[config.mk]
export PLATFORM = sky130hd
export DESIGN_NAME = can_err_bank
export DESIGN_NICKNAME = d
export VERILOG_FILES = /design/src/rtl/can_err_pkg.sv /design/src/rtl/can_err_counter.sv /design/src/rtl/can_err_capture.sv /design/src/rtl/can_err_bank.sv
export SDC_FILE = /design/constraint.sdc
export NUM_CORES = 1
export LEC_CHECK = 0
export ABC_AREA = 1
export BUFFER_PORTS_ARGS = -buffer_cell sky130_fd_sc_hd__buf_2
export CORE_MARGIN = 2
export CORE_UTILIZATION = 42
export DETAILED_ROUTE_END_ITERATION = 16
export MAX_ROUTING_LAYER = met4
export PLACE_DENSITY = 0.65
export SLEW_MARGIN = 20
export SYNTH_ARGS = -nofsm -noshare
export SYNTH_HDL_FRONTEND = slang
export SYNTH_SLANG_ARGS = --single-unit
[constraint.sdc]
create_clock -name clk -period 2.2 [get_ports clk]
set_clock_uncertainty 0.15 [all_clocks]
set_input_delay 0.33 -clock clk [delete_from_list [all_inputs] [get_ports clk]]
set_output_delay 0.33 -clock clk [all_outputs]
set_load 0.005 [all_outputs]
[src/rtl/can_err_pkg.sv]
// Shared types for the CAN error register bank.
// Assumes byte-wide host access; register select is decoded once in the top.
package can_err_pkg;
    typedef enum logic [2:0] {
        SEL_NONE,
        SEL_TXC,
        SEL_RXC,
        SEL_EWL,
        SEL_ECC,
        SEL_ALC
    } reg_sel_e;
endpackage

[src/rtl/can_err_counter.sv]
// Saturating error counter with host load and bus-off preset.
// Priority: bus-off preset, then an allowed host write, then count events.
// Assumes event inputs are single-cycle pulses from the protocol engine.
module can_err_counter #(
    parameter int W          = 8,
    parameter int BUSOFF_VAL = 0
) (
    input  logic         clk,
    input  logic         rst_n,
    input  logic         inc,
    input  logic         dec,
    input  logic         bus_off,
    input  logic         wr_req,
    input  logic         wr_allow,
    input  logic [W-1:0] wdata,
    output logic [W-1:0] q
);
    localparam logic [W-1:0] MAXV = '1;
    localparam logic [W-1:0] BOV  = W'(BUSOFF_VAL);

    logic [W-1:0] nxt;

    // Next-value selection with saturation at both ends.
    always_comb begin
        nxt = q;
        if (bus_off)
            nxt = BOV;
        else if (wr_req && wr_allow)
            nxt = wdata;
        else if (inc && !dec && q != MAXV)
            nxt = q + 1'b1;
        else if (dec && !inc && q != '0)
            nxt = q - 1'b1;
    end

    // Counter state register.
    always_ff @(posedge clk) begin
        if (!rst_n) q <= '0;
        else        q <= nxt;
    end


    busoff_preset_chk: assert property (@(posedge clk) disable iff (!rst_n)
        bus_off |=> q == BOV);

    blocked_write_chk: assert property (@(posedge clk) disable iff (!rst_n)
        (wr_req && !wr_allow && !inc && !dec && !bus_off) |=> $stable(q));

    no_overflow_chk: assert property (@(posedge clk) disable iff (!rst_n)
        (q == MAXV && inc && !bus_off && !(wr_req && wr_allow)) |=> q == MAXV);

    no_underflow_chk: assert property (@(posedge clk) disable iff (!rst_n)
        (q == '0 && dec && !bus_off && !(wr_req && wr_allow)) |=> q == '0);
endmodule

[src/rtl/can_err_capture.sv]
// Freeze-on-first capture register with a sticky flag.
// The first event while armed is stored and raises the flag. Later events are
// dropped until a host read (rd_ack) clears the flag. An event in the read
// cycle is captured at once. Assumes rd_ack is already address-decoded.
module can_err_capture #(
    parameter int W = 8
) (
    input  logic         clk,
    input  logic         rst_n,
    input  logic         evt,
    input  logic [W-1:0] evt_data,
    input  logic         rd_ack,
    output logic         flag,
    output logic [W-1:0] data
);
    logic take;

    // Capture is allowed when armed or when the current read rearms it.
    always_comb take = evt && (!flag || rd_ack);

    // Flag and captured value.
    always_ff @(posedge clk) begin
        if (!rst_n) begin
            flag <= 1'b0;
            data <= '0;
        end else begin
            if (take) begin
                flag <= 1'b1;
                data <= evt_data;
            end else if (rd_ack) begin
                flag <= 1'b0;
            end
        end
    end


    frozen_hold_chk: assert property (@(posedge clk) disable iff (!rst_n)
        (flag && !rd_ack) |=> (flag && $stable(data)));

    read_rearm_chk: assert property (@(posedge clk) disable iff (!rst_n)
        (rd_ack && !evt) |=> !flag);

    capture_set_chk: assert property (@(posedge clk) disable iff (!rst_n)
        (evt && !flag) |=> (flag && data == $past(evt_data)));
endmodule

[src/rtl/can_err_bank.sv]
// CAN error status register bank: two error counters, a warning threshold,
// a bus-error capture register and an arbitration-lost capture register.
// Host reads are combinational. A read strobe on a capture offset rearms that
// register at the clock edge. Assumes event inputs are single-cycle pulses.
module can_err_bank #(
    parameter int                ADDR_W  = 10,
    parameter int                CNT_W   = 8,
    parameter int                ARB_W   = 5,
    parameter int                EWL_RST = 150,
    parameter logic [ADDR_W-1:0] OFS_TXC = 10'h274,
    parameter logic [ADDR_W-1:0] OFS_RXC = 10'h275,
    parameter logic [ADDR_W-1:0] OFS_EWL = 10'h276,
    parameter logic [ADDR_W-1:0] OFS_ECC = 10'h278,
    parameter logic [ADDR_W-1:0] OFS_ALC = 10'h27A
) (
    input  logic              clk,
    input  logic              rst_n,
    input  logic [ADDR_W-1:0] host_addr,
    input  logic              host_wr,
    input  logic              host_rd,
    input  logic [CNT_W-1:0]  host_wdata,
    output logic [CNT_W-1:0]  host_rdata,
    input  logic              core_reset_mode,
    input  logic              tx_inc,
    input  logic              tx_dec,
    input  logic              rx_inc,
    input  logic              rx_dec,
    input  logic              bus_off,
    input  logic              berr_evt,
    input  logic [1:0]        berr_code,
    input  logic [CNT_W-3:0]  berr_state,
    input  logic              arb_lost_evt,
    input  logic [ARB_W-1:0]  arb_bit,
    output logic              berr_flag,
    output logic              arblst_flag,
    output logic              err_warn
);
    import can_err_pkg::*;

    localparam int TX_BUSOFF = 1 << (CNT_W - 1);

    reg_sel_e         sel;
    logic [CNT_W-1:0] txc, rxc, ewl, ecc;
    logic [ARB_W-1:0] alc;

    // Offset decode.
    always_comb begin
        if      (host_addr == OFS_TXC) sel = SEL_TXC;
        else if (host_addr == OFS_RXC) sel = SEL_RXC;
        else if (host_addr == OFS_EWL) sel = SEL_EWL;
        else if (host_addr == OFS_ECC) sel = SEL_ECC;
        else if (host_addr == OFS_ALC) sel = SEL_ALC;
        else                           sel = SEL_NONE;
    end

    can_err_counter #(.W(CNT_W), .BUSOFF_VAL(TX_BUSOFF)) u_txc (
        .clk(clk), .rst_n(rst_n), .inc(tx_inc), .dec(tx_dec), .bus_off(bus_off),
        .wr_req(host_wr && sel == SEL_TXC), .wr_allow(core_reset_mode),
        .wdata(host_wdata), .q(txc));

    can_err_counter #(.W(CNT_W), .BUSOFF_VAL(0)) u_rxc (
        .clk(clk), .rst_n(rst_n), .inc(rx_inc), .dec(rx_dec), .bus_off(bus_off),
        .wr_req(host_wr && sel == SEL_RXC), .wr_allow(core_reset_mode),
        .wdata(host_wdata), .q(rxc));

    // Warning threshold register, writable in any mode.
    always_ff @(posedge clk) begin
        if (!rst_n)                        ewl <= CNT_W'(EWL_RST);
        else if (host_wr && sel == SEL_EWL) ewl <= host_wdata;
    end

    can_err_capture #(.W(CNT_W)) u_ecc (
        .clk(clk), .rst_n(rst_n), .evt(berr_evt),
        .evt_data({berr_code, berr_state}),
        .rd_ack(host_rd && sel == SEL_ECC), .flag(berr_flag), .data(ecc));

    can_err_capture #(.W(ARB_W)) u_alc (
        .clk(clk), .rst_n(rst_n), .evt(arb_lost_evt), .evt_data(arb_bit),
        .rd_ack(host_rd && sel == SEL_ALC), .flag(arblst_flag), .data(alc));

    // Threshold compare, re-evaluated every cycle.
    always_comb err_warn = (txc >= ewl) || (rxc >= ewl);

    // Read data multiplexer.
    always_comb begin
        case (sel)
            SEL_TXC: host_rdata = txc;
            SEL_RXC: host_rdata = rxc;
            SEL_EWL: host_rdata = ewl;
            SEL_ECC: host_rdata = ecc;
            SEL_ALC: host_rdata = CNT_W'(alc);
            default: host_rdata = '0;
        endcase
    end


    ewl_write_chk: assert property (@(posedge clk) disable iff (!rst_n)
        (host_wr && host_addr == OFS_EWL) |=> ewl == $past(host_wdata));

    unmapped_zero_chk: assert property (@(posedge clk) disable iff (!rst_n)
        (sel == SEL_NONE) |-> host_rdata == '0);
endmodule

==> qor.txt <==
FF-to-FF End - u_rxc.q[5]
Die W - 89.4 µm
Compound-Gate Fraction of Synth Area - 0.189
total count of hold-check failures in the final report - 0
number of distinct library cells after synthesis - 36
n_diodes - 0
f_max - 0.445 GHz
# placed instances - 631
RSZ-0062 raised after global routing - yes
DR vias/cell - 5.24
VDD IR-drop max - 0.315 mV
worst-skew pair later-pin latency - 0.29 ns
via count - 3,400
Antenna Nets Post-Route - 0
final wirelength - 9.49 mm
Setup CP Type - register to primary output
die area - 0.00799 mm²
share of cells above drive strength 1 - 0.376
Hold Crit Class - primary input to register
placer congestion estimate - 0.935
CTS tree - done
largest cells by area after synthesis - dfxtp_1, nand2_1, ha_1
Post-Syn Nets - 522
starting density of the core - 0.429
setup violators final - 1
Power Density - 444 mW/mm²
mean post-synth cell area - 6.82 µm²
most common cell after layout, fill and taps aside - nand2_1
Max Root-Sink Buffers - 2
dpl hpwl - 7.16 mm
CORE AREA - 0.00714 mm²
clk root buf - clkbuf_8
critical path launch point - u_rxc.q[3]
Final #Nets - 622
Ports - 54
H-tree Lvls - 2
share of the synthesized area in the top cell type - 0.255
clk sinks - 39
failing checks - negative setup slack
antenna violations before repair - 0
worst path arrival time - 1.77 ns
Slew Limit Headroom - 0.737
Syn-to-layout area delta - 41.3%
Post-Synthesis Cell Area - 0.00306 mm²
Startpoint Class - register
synth warn - 0
die height - 89.4 µm
Simple-Gate Fraction of Synth Area - 0.318
pin count of the biggest net entering global routing - 22
Starting DRT DRC Count - 245
HP Start - bus_off
Pre-antenna DRT Iters - 6
Max Slew Vio Count - 0
leakage power total - 0.00201 µW
Hold Path Stages - 3
Fill cells - 670
reg-to-reg slack, setup - 0.06 ns
status - finished with violations
largest family of logic cells by synthesized area - simple AND/OR/NAND/NOR gates
XOR/XNOR Fraction of Synth Area - 0.0257
vias in the first global route - 2,979
most frequent cells in the layout - nand2_1, buf_2, nor2_1, inv_1, buf_4
Yosys reg bits - 39
mux contribution to synthesized area - 0
area of the multi-input gates - 0.00244 mm²
Cell Rows - 31
Layout Cells excl Fill - 649
Wirelength per Cell - 14.6 µm
Synth Instances - 449
top cell type by total area after synthesis - dfxtp_1
post-synthesis sequential area ratio - 0.255
Worst Hold Path EP - u_txc.q[7]
Post-Place Setup Slack - -0.117 ns
register area - 795 µm²
critical path fanouts, max - 3
Max Cap Viol - 0
Worst-Margin Slew - 0.393 ns
All-Layer GR Usage - 0.238
Synth Area in Adders - 0.128
final period utilization - 1.02
post-route minimum period - 2.25 ns
first-pass GRT wire length - 14.2 mm
Reg2Reg Depth - 13
Worst EP required - 1.72 ns
worst setup margin - -0.0481 ns
critical path capture point type - primary output
cts bufs inserted - 5
Port Buf Inserts - 53
gr ovfl total - 0
number of remaining DRC errors - 0
clock edge transition at the registers on the reported setup and hold paths - 0.08 ns
Crit Reg-Reg Startpoint - u_rxc.q[0]
==> registers in the layout (all words and copies together), names as in the netlist <==
name        cells
u_txc.q         8
u_ecc.flag      1
u_alc.flag      1
u_alc.data      5
ewl             8
u_rxc.q         8
u_ecc.data      8
==> cells in the mapped netlist <==
master	number
a211oi_1	2
a21o_1	1
a21oi_1	30
a21oi_2	1
a22oi_1	8
a31oi_1	7
buf_4	3
clkbuf_1	3
clkinv_4	1
dfxtp_1	39
fa_1	2
ha_1	28
inv_1	53
inv_2	5
nand2_1	99
nand2_2	1
nand2_4	1
nand3_1	30
nand3_2	4
nand3_4	1
nand4_1	10
nand4_2	1
nand4_4	2
nor2_1	49
nor2_4	3
nor3_1	3
nor3_2	1
nor3_4	1
o211ai_1	10
o21a_1	1
o21ai_0	34
o21ai_1	3
o21ai_2	2
o21bai_1	1
xnor2_1	3
xor2_1	6
==> metrics by stage <==
stage	cell area (µm²)	setup TNS [ns]	total power (µW)	utilization	hold WS (ns)
floorplan	3060	0	1130	-	0.304
detailed placement	3690	-0.379	1330	0.517	0.325
CTS	3870	-0.0487	1810	0.542	0.129
global placement	3690	-0.170	1320	0.517	0.317
global route	4330	-0.504	2040	0.606	0.156
finish	4330	-0.0481	1920	0.606	0.128
==> power by group <==
group / internal, µW / switching, µW / total [µW]
logic: 300 / 372 / 672
registers: 750 / 25.8 / 776
clock network: 223 / 251 / 474
total: 1270 / 649 / 1920
==> metal layers <==
layer,GRT usage,part of all wire,vias to the layer above
met5,-,0,-
met4,0.100,0.022,0
met3,0.0314,0.064,18
met2,0.364,0.47,120
met1,0.317,0.44,1538
li1,-,-,1724
==> final cells by class <==
type                    instances  share of cell area
clock buffers                   7              0.0176
clock inverters                 1             0.00116
inverters                      59              0.0529
multi-input cells             345               0.563
flip-flops and latches         39               0.184
well taps                      99              0.0286
repair buffers                 99               0.153
==> timing repair <==
action | in CTS | in global routing
hold buffers | 0 | 0
pin swaps | 5 | 31
gates cloned | 0 | 0
setup endpoints to repair | 9 | 18
setup buffers | 0 | 11
gates resized for setup | 18 | 83
==> worst max-delay path by stage <==
stage | end | slack, ns | depth (start not counted)
floorplan | u_txc.q[5] | 0.06 | 12
global placement | u_rxc.q[4] | -0.09 | 10
detailed placement | u_rxc.q[4] | -0.12 | 10
CTS | err_warn | -0.05 | 7
global route | err_warn | -0.09 | 7
finish | err_warn | -0.05 | 7
==> cells by family (layout without fill, tap and decap cells) <==
family | count (synthesis) | after routing
AO/OA/AOI/OAI | 100 | 100
adder cells (fa/ha/maj) | 30 | 30
AND/OR/NAND/NOR | 206 | 206
XOR/XNOR | 9 | 9
flip-flops | 39 | 39
buffers and inverters | 65 | 166
==> critical path, cell delays in order, from the launching register on <==
cell and delay (ns):
dfxtp_2 0.34, buf_6 0.12, ha_4 0.22, a21oi_2 0.16, o21ai_2 0.08, a211oi_2 0.26
nand4_1 0.14, buf_2 0.16
(Power assumes the default switching activity.)
